$ cat src/rtl/cam_cap_pkg.sv
package cam_cap_pkg;

   typedef enum logic [1:0] {
      CS_IDLE = 2'd0,
      CS_WAIT = 2'd1,
      CS_RUN  = 2'd2
   } cap_state_t;

   typedef struct packed {
      logic [4:0] r;
      logic [5:0] g;
      logic [4:0] b;
   } rgb565_t;

   localparam int unsigned LUMA_KR = 77;
   localparam int unsigned LUMA_KG = 150;
   localparam int unsigned LUMA_KB = 29;
   localparam int unsigned PROD_W  = 16;

endpackage

$ cat src/rtl/cap_frame_ctrl.sv
module cap_frame_ctrl
   import cam_cap_pkg::*;
#(
   parameter int unsigned IMG_W   = 640,
   parameter int unsigned IMG_H   = 480,
   parameter int unsigned BYTES_PP = 2
) (
   input  logic clk,
   input  logic rst_n,
   input  logic cfg_done,
   input  logic stream_req,
   input  logic vsync,
   input  logic href,
   output logic byte_take,
   output logic frame_start
);

   localparam int unsigned LINE_BYTES = IMG_W * BYTES_PP;
   localparam int unsigned BC_W = $clog2(LINE_BYTES + 1);
   localparam int unsigned LC_W = $clog2(IMG_H + 1);

   cap_state_t       state_q, state_d;
   logic             vs_q, href_q;
   logic [BC_W-1:0]  byte_cnt;
   logic [LC_W-1:0]  line_cnt;
   logic             go, vs_fall, line_end;

   assign go       = cfg_done & stream_req;
   assign vs_fall  = vs_q & ~vsync;
   assign line_end = href_q & ~href;

   always_comb begin
      state_d = state_q;
      unique case (state_q)
         CS_IDLE: if (go) state_d = CS_WAIT;
         CS_WAIT: begin
            if (!go)          state_d = CS_IDLE;
            else if (vs_fall) state_d = CS_RUN;
         end
         CS_RUN:  if (vs_fall) state_d = go ? CS_RUN : CS_IDLE;
         default: state_d = CS_IDLE;
      endcase
   end

   assign frame_start = vs_fall & go & (state_q != CS_IDLE);

   assign byte_take = (state_q == CS_RUN) & href
                    & (byte_cnt < BC_W'(LINE_BYTES))
                    & (line_cnt < LC_W'(IMG_H));

   always_ff @(posedge clk) begin
      if (!rst_n) begin
         state_q  <= CS_IDLE;
         vs_q     <= 1'b0;
         href_q   <= 1'b0;
         byte_cnt <= '0;
         line_cnt <= '0;
      end else begin
         state_q <= state_d;
         vs_q    <= vsync;
         href_q  <= href;
         if (frame_start) begin
            byte_cnt <= '0;
            line_cnt <= '0;
         end else if (line_end && state_q == CS_RUN) begin
            byte_cnt <= '0;
            if (line_cnt < LC_W'(IMG_H)) line_cnt <= line_cnt + 1'b1;
         end else if (byte_take) begin
            byte_cnt <= byte_cnt + 1'b1;
         end
      end
   end

endmodule

$ cat src/rtl/rgb_pair_pack.sv
module rgb_pair_pack
   import cam_cap_pkg::*;
(
   input  logic       clk,
   input  logic       rst_n,
   input  logic       href,
   input  logic       take,
   input  logic [7:0] din,
   output logic       pix_vld,
   output rgb565_t    pix
);

   logic       phase;
   logic [7:0] hi_byte;

   always_ff @(posedge clk) begin
      if (!rst_n) begin
         phase   <= 1'b0;
         hi_byte <= '0;
         pix_vld <= 1'b0;
         pix     <= '0;
      end else begin
         pix_vld <= 1'b0;
         if (!href) begin
            phase <= 1'b0;
         end else if (take) begin
            if (!phase) begin
               hi_byte <= din;
               phase   <= 1'b1;
            end else begin
               pix     <= rgb565_t'({hi_byte, din});
               pix_vld <= 1'b1;
               phase   <= 1'b0;
            end
         end
      end
   end

endmodule

$ cat src/rtl/luma_pipe.sv
module luma_pipe
   import cam_cap_pkg::*;
(
   input  logic       clk,
   input  logic       rst_n,
   input  logic       in_vld,
   input  rgb565_t    in_pix,
   output logic       out_vld,
   output logic [7:0] out_y
);

   localparam int unsigned SUM_W = PROD_W + 2;

   logic [2:0]        vld_sr;
   logic [7:0]        r8, g8, b8;
   logic [PROD_W-1:0] pr, pg, pb;
   logic [SUM_W-1:0]  sum;

   assign sum = SUM_W'(pr) + SUM_W'(pg) + SUM_W'(pb);

   always_ff @(posedge clk) begin
      if (!rst_n) begin
         vld_sr <= '0;
         r8     <= '0;
         g8     <= '0;
         b8     <= '0;
         pr     <= '0;
         pg     <= '0;
         pb     <= '0;
         out_y  <= '0;
      end else begin
         vld_sr <= {vld_sr[1:0], in_vld};
         // stage 1: widen each channel to 8 bits
         r8 <= {in_pix.r, in_pix.r[4:2]};
         g8 <= {in_pix.g, in_pix.g[5:4]};
         b8 <= {in_pix.b, in_pix.b[4:2]};
         // stage 2: weight each channel
         pr <= PROD_W'(r8 * LUMA_KR[7:0]);
         pg <= PROD_W'(g8 * LUMA_KG[7:0]);
         pb <= PROD_W'(b8 * LUMA_KB[7:0]);
         // stage 3: add and scale
         out_y <= sum[15:8];
      end
   end

   assign out_vld = vld_sr[2];

endmodule

$ cat src/rtl/cam_pix_capture.sv
module cam_pix_capture
   import cam_cap_pkg::*;
#(
   parameter int unsigned IMG_W   = 640,
   parameter int unsigned IMG_H   = 480,
   parameter int unsigned GRAY_EN = 1
) (
   input  logic       clk,
   input  logic       rst_n,
   input  logic       cfg_done,
   input  logic       stream_req,
   input  logic       vsync,
   input  logic       href,
   input  logic [7:0] pix_d,
   input  logic       fifo_full,
   output logic       wr_en,
   output logic [7:0] wr_data,
   output logic       ovf_flag
);

   localparam int unsigned BYTES_PP = (GRAY_EN != 0) ? 2 : 1;

   if (IMG_W < 1 || IMG_H < 1) begin : g_bad_size
      $error("cam_pix_capture: IMG_W and IMG_H must be at least 1");
   end
   if (GRAY_EN > 1) begin : g_bad_mode
      $error("cam_pix_capture: GRAY_EN must be 0 or 1");
   end

   logic       byte_take, frame_start;
   logic       out_vld;
   logic [7:0] out_byte;

   cap_frame_ctrl #(
      .IMG_W   (IMG_W),
      .IMG_H   (IMG_H),
      .BYTES_PP(BYTES_PP)
   ) u_ctrl (
      .clk        (clk),
      .rst_n      (rst_n),
      .cfg_done   (cfg_done),
      .stream_req (stream_req),
      .vsync      (vsync),
      .href       (href),
      .byte_take  (byte_take),
      .frame_start(frame_start)
   );

   if (GRAY_EN != 0) begin : g_luma
      logic    pix_vld;
      rgb565_t pix;

      rgb_pair_pack u_pack (
         .clk    (clk),
         .rst_n  (rst_n),
         .href   (href),
         .take   (byte_take),
         .din    (pix_d),
         .pix_vld(pix_vld),
         .pix    (pix)
      );

      luma_pipe u_luma (
         .clk    (clk),
         .rst_n  (rst_n),
         .in_vld (pix_vld),
         .in_pix (pix),
         .out_vld(out_vld),
         .out_y  (out_byte)
      );
   end else begin : g_raw
      logic       raw_vld;
      logic [7:0] raw_byte;

      always_ff @(posedge clk) begin
         if (!rst_n) begin
            raw_vld  <= 1'b0;
            raw_byte <= '0;
         end else begin
            raw_vld <= byte_take;
            if (byte_take) raw_byte <= pix_d;
         end
      end

      assign out_vld  = raw_vld;
      assign out_byte = raw_byte;
   end

   assign wr_en   = out_vld & ~fifo_full;
   assign wr_data = out_byte;

   always_ff @(posedge clk) begin
      if (!rst_n)                    ovf_flag <= 1'b0;
      else if (frame_start)          ovf_flag <= 1'b0;
      else if (out_vld && fifo_full) ovf_flag <= 1'b1;
   end

endmodule

$ cat config.mk
export PLATFORM = sky130hd
export DESIGN_NAME = cam_pix_capture
export DESIGN_NICKNAME = d
export VERILOG_FILES = /design/src/rtl/cam_cap_pkg.sv /design/src/rtl/cap_frame_ctrl.sv /design/src/rtl/rgb_pair_pack.sv /design/src/rtl/luma_pipe.sv /design/src/rtl/cam_pix_capture.sv
export SDC_FILE = /design/constraint.sdc
export NUM_CORES = 1
export LEC_CHECK = 0
export ABC_AREA = 1
export BUFFER_PORTS_ARGS = -buffer_cell sky130_fd_sc_hd__buf_2
export CAP_MARGIN = 10
export CORE_ASPECT_RATIO = 0.9
export CORE_MARGIN = 2
export CORE_UTILIZATION = 45
export DETAILED_ROUTE_END_ITERATION = 10
export GPL_TIMING_DRIVEN = 0
export MAX_ROUTING_LAYER = met4
export SLEW_MARGIN = 15
export SYNTH_ARGS = -nofsm -noshare
export SYNTH_HDL_FRONTEND = slang
export SYNTH_SLANG_ARGS = --single-unit
$ cat constraint.sdc
create_clock -name clk -period 3.2 [get_ports clk]
set_input_delay 0.32 -clock clk [delete_from_list [all_inputs] [get_ports clk]]
set_output_delay 0.32 -clock clk [all_outputs]
set_load 0.05 [all_outputs]
==> results by group <==
Timing
  – Fmax: ~330 MHz
  – Setup violations, final: 0
  – Worst slew pin tran: 632 ps
  – Worst setup margin: 155 ps
  – Clock Skews: 10.3 ps
  – Slew Viols, Final: 0
  – Fin crit share: 0.952
  – WHS: between 90 and 100 ps
  – Final-report hold violation count: 0
  – Final Critical Period: just over 3000 ps
  – Max_slew headroom: 0.579

Yosys
  – Adder-cell share of the synthesized area: 0.268
  – Mux share of post-synthesis cell area: 0
  – Synth Area in Simple Gates: 0.228
  – Synth warn: 0
  – Register area share after synthesis: 0.293
  – FF+latch count, synth: about 120
  – Synthesized net count: 1275
  – Synth cell types: 36
  – Post-Synth XOR/XNOR Area: 0.0138
  – Syn Inst Count: 1105
  – Combinational family with the most area after synthesis: adder cells
  – Post-Synthesis Cell Area: 0.00826 mm2
  – Mean Syn Cell Area: 7.47 um2
  – Compound-Gate Fraction of Synth Area: 0.0850

Placement
  – Place WS: -292 ps
  – DP HPWL: 13.3 mm
  – Cell count after placement: 1368
  – GPL Wtd Cong: roughly 0.9
  – Port Buf Inserts: 23

Pwr
  – Max rail drop VDD: 0.419 mV
  – PwrDens: 396 mW/mm2
  – Leak: 5.24 nW

Critical path
  – CP Launch Point: g_luma.u_luma.g8[6]
  – CP most frequent cell: nand2_1
  – CP peak stage delay: around 500 ps
  – CP Capture Type: flop
  – Setup CP Type: reg -> reg
  – CP Data Required Time: 3490 ps
  – CP Max Fanout: 7
  – Critical path arrival: 3330 ps
  – R2R Path Start: g_luma.u_luma.g8[6]
  – Setup crit start kind: flop
  – CP max-delay cell: fa_1
  – Critical path cell sequence: ha_1 > ha_1 > inv_1 > fa_1 > fa_1 > inv_1 > ha_4 > nand2_2 > nor2_1 > nand2_1 > nand2_1 > nand2_1 > nor3b_2

CTS
  – H-tree lvl count: 4
  – Clock slew at reported path FFs: 60 ps
  – TritonCTS clock tree: built
  – Worst-Skew Late Latency: 410 ps
  – TritonCTS Sinks: 121
  – CTS Buffer Depth: 2
  – Root buf cell: clkbuf_16
  – Num CTS Buffers: 17
  – # hold bufs at CTS: 0

Worst hold path
  – Hold Startpoint: vsync
  – Tightest Hold Check Type: in -> reg

Cells and area
  – Layout cells sized above 1: 0.131
  – Diodes inserted: 0
  – Area growth, synth to finish: 15.8%
  – Final #Nets: 1330
  – Final instance count without filler cells: between 1000 and 1500
  – Most common cell after layout, fill and taps aside: nand2_1
  – Final Util: 0.538
  – Commonest non-fill, non-tap cells in the layout: nand2_1, inv_1, ha_1, dfxtp_1, nor2_1

Floorplanning
  – DIE AREA: 0.0195 mm2
  – Die X: 147 um
  – Rows: 46
  – Starting density of the core: 0.464
  – I/O pin total: 25
  – Die height: 133 um
  – Core area: ~0.018 mm2

Route
  – # DRC: 0
  – Routed Antenna Nets: 0
  – Vias/cell: 4.62
  – WL final: 17.2 mm
  – Iteration-0 DRC Markers: 266
  – Via Count: 6521
  – TritonRoute pass-1 iters: 4
  – Routed length per instance: 12.2 um

Job
  – Count of max-cap constraint violations: 0

Global route
  – Initial antenna violation count: 0
  – GRT Resource Usage Total: 0.191
  – Largest net degree at the start of global routing: 17
  – Remaining global-route overflow: 0
  – First-pass GRT wire length: a little under 30 mm
  – Vias in the first global route: 6150

Outcome
  – Status: completed
## state kept, by name (all words and copies together), names as in the netlist, 2 cells and up
signal / flops
g_luma.u_luma.pg: 15
g_luma.u_luma.b8: 5
u_ctrl.line_cnt: 9
g_luma.u_luma.out_y: 8
g_luma.u_luma.pr: 15
u_ctrl.state_q: 2
g_luma.u_luma.r8: 5
g_luma.u_pack.pix: 16
g_luma.u_luma.vld_sr: 3
u_ctrl.byte_cnt: 11
g_luma.u_pack.hi_byte: 8
g_luma.u_luma.g8: 6
g_luma.u_luma.pb: 13
## per-layer routing
| metal | share of wire | wire (um) | vias up | track usage |
|---|---|---|---|---|
| met4 | 0.0085 | 146 | 0 | 0.0394 |
| li1 | - | - | 3535 | - |
| met3 | 0.026 | 448 | 14 | 0.0372 |
| met5 | 0 | 0 | - | - |
| met1 | 0.51 | 8730 | 2895 | 0.253 |
| met2 | 0.46 | 7900 | 77 | 0.305 |
## worst paths after layout
kind / end / slack [ps] / depth (start not counted)
setup reg to reg: g_luma.u_luma.pg[11] / 160 / 13
setup / recovery: g_luma.u_luma.pg[11] / 160 / 13
hold reg to reg: g_luma.u_luma.vld_sr[0] / 420 / 2
hold / removal: u_ctrl.vs_q / 90 / 3
## cell type report
type | instances | area, um2
clock inverter | 12 | 140
clock buffer | 20 | 437
buffer | 14 | 85.1
tap | 240 | 300
inverter | 221 | 840
multi-input combinational | 749 | 5100
fill | 1686 | 8220
sequential | 121 | 2450
timing repair buffer | 36 | 213
## worst max-delay path: cells and delay by family, from the launching register on
kind / cells / cell delay [ps]
buffers and inverters: 2 / 110
and+or+nand+nor: 6 / 590
DFF: 1 / 370
adders and majority gates: 5 / 1840
## where the power goes
part / switching [mW] / internal [mW] / total, mW
clock network: 0.725 / 1.16 / 1.88
registers: 0.0352 / 1.55 / 1.59
logic: 0.215 / 0.104 / 0.319
total: 0.975 / 2.81 / 3.79
## Yosys cell counts
cell type,number,area share
a21oi_1,81,0.049
a21oi_2,11,0.012
and2_1,4,0.0030
buf_1,4,0.0018
buf_12,1,0.0024
buf_2,4,0.0024
buf_4,1,0.00091
buf_6,1,0.0014
clkbuf_1,3,0.0014
dfxtp_1,121,0.29
fa_1,37,0.090
ha_1,118,0.18
inv_1,216,0.098
inv_2,4,0.0018
inv_4,1,0.00076
nand2_1,270,0.12
nand2_2,1,0.00076
nand2_4,1,0.0014
nand2_8,1,0.0024
nand3_1,43,0.026
nand3_4,1,0.0021
nand4_1,7,0.0053
nor2_1,100,0.045
nor2_2,12,0.0091
nor2_4,1,0.0014
nor3_1,7,0.0042
nor3_4,1,0.0020
nor3b_1,2,0.0018
o211ai_1,1,0.00091
o21a_1,2,0.0018
o21ai_0,30,0.018
o21ai_1,1,0.00061
o21bai_1,3,0.0027
or2_1,1,0.00076
xnor2_1,7,0.0074
xor2_1,6,0.0064
## metrics by stage
stage / power (mW) / instance area (um2) / setup TNS (ps)
after floorplan: 1.85 / 8260 / 0
after global placement: 1.93 / 8670 / -3210
after detailed placement: 1.94 / 8670 / -3550
after CTS: 3.83 / 9280 / 0
after global routing: 3.95 / 9560 / -40.9
final: 3.79 / 9560 / 0
## cell families after synthesis
group,after synthesis
xor+xnor,13
simple gates,452
buf+inv,235
fa+ha+maj,155
compound gates,129
flops,121
## timing repair
action | in CTS | in global routing
gates resized for setup | 19 | 46
setup endpoints to repair | 19 | 22
pin swaps | 0 | 10
buffers inserted | 0 | 13
endpoints found under the hold margin | 0 | 0
cloned | 0 | 0
Power figures use the tool's default switching activity.
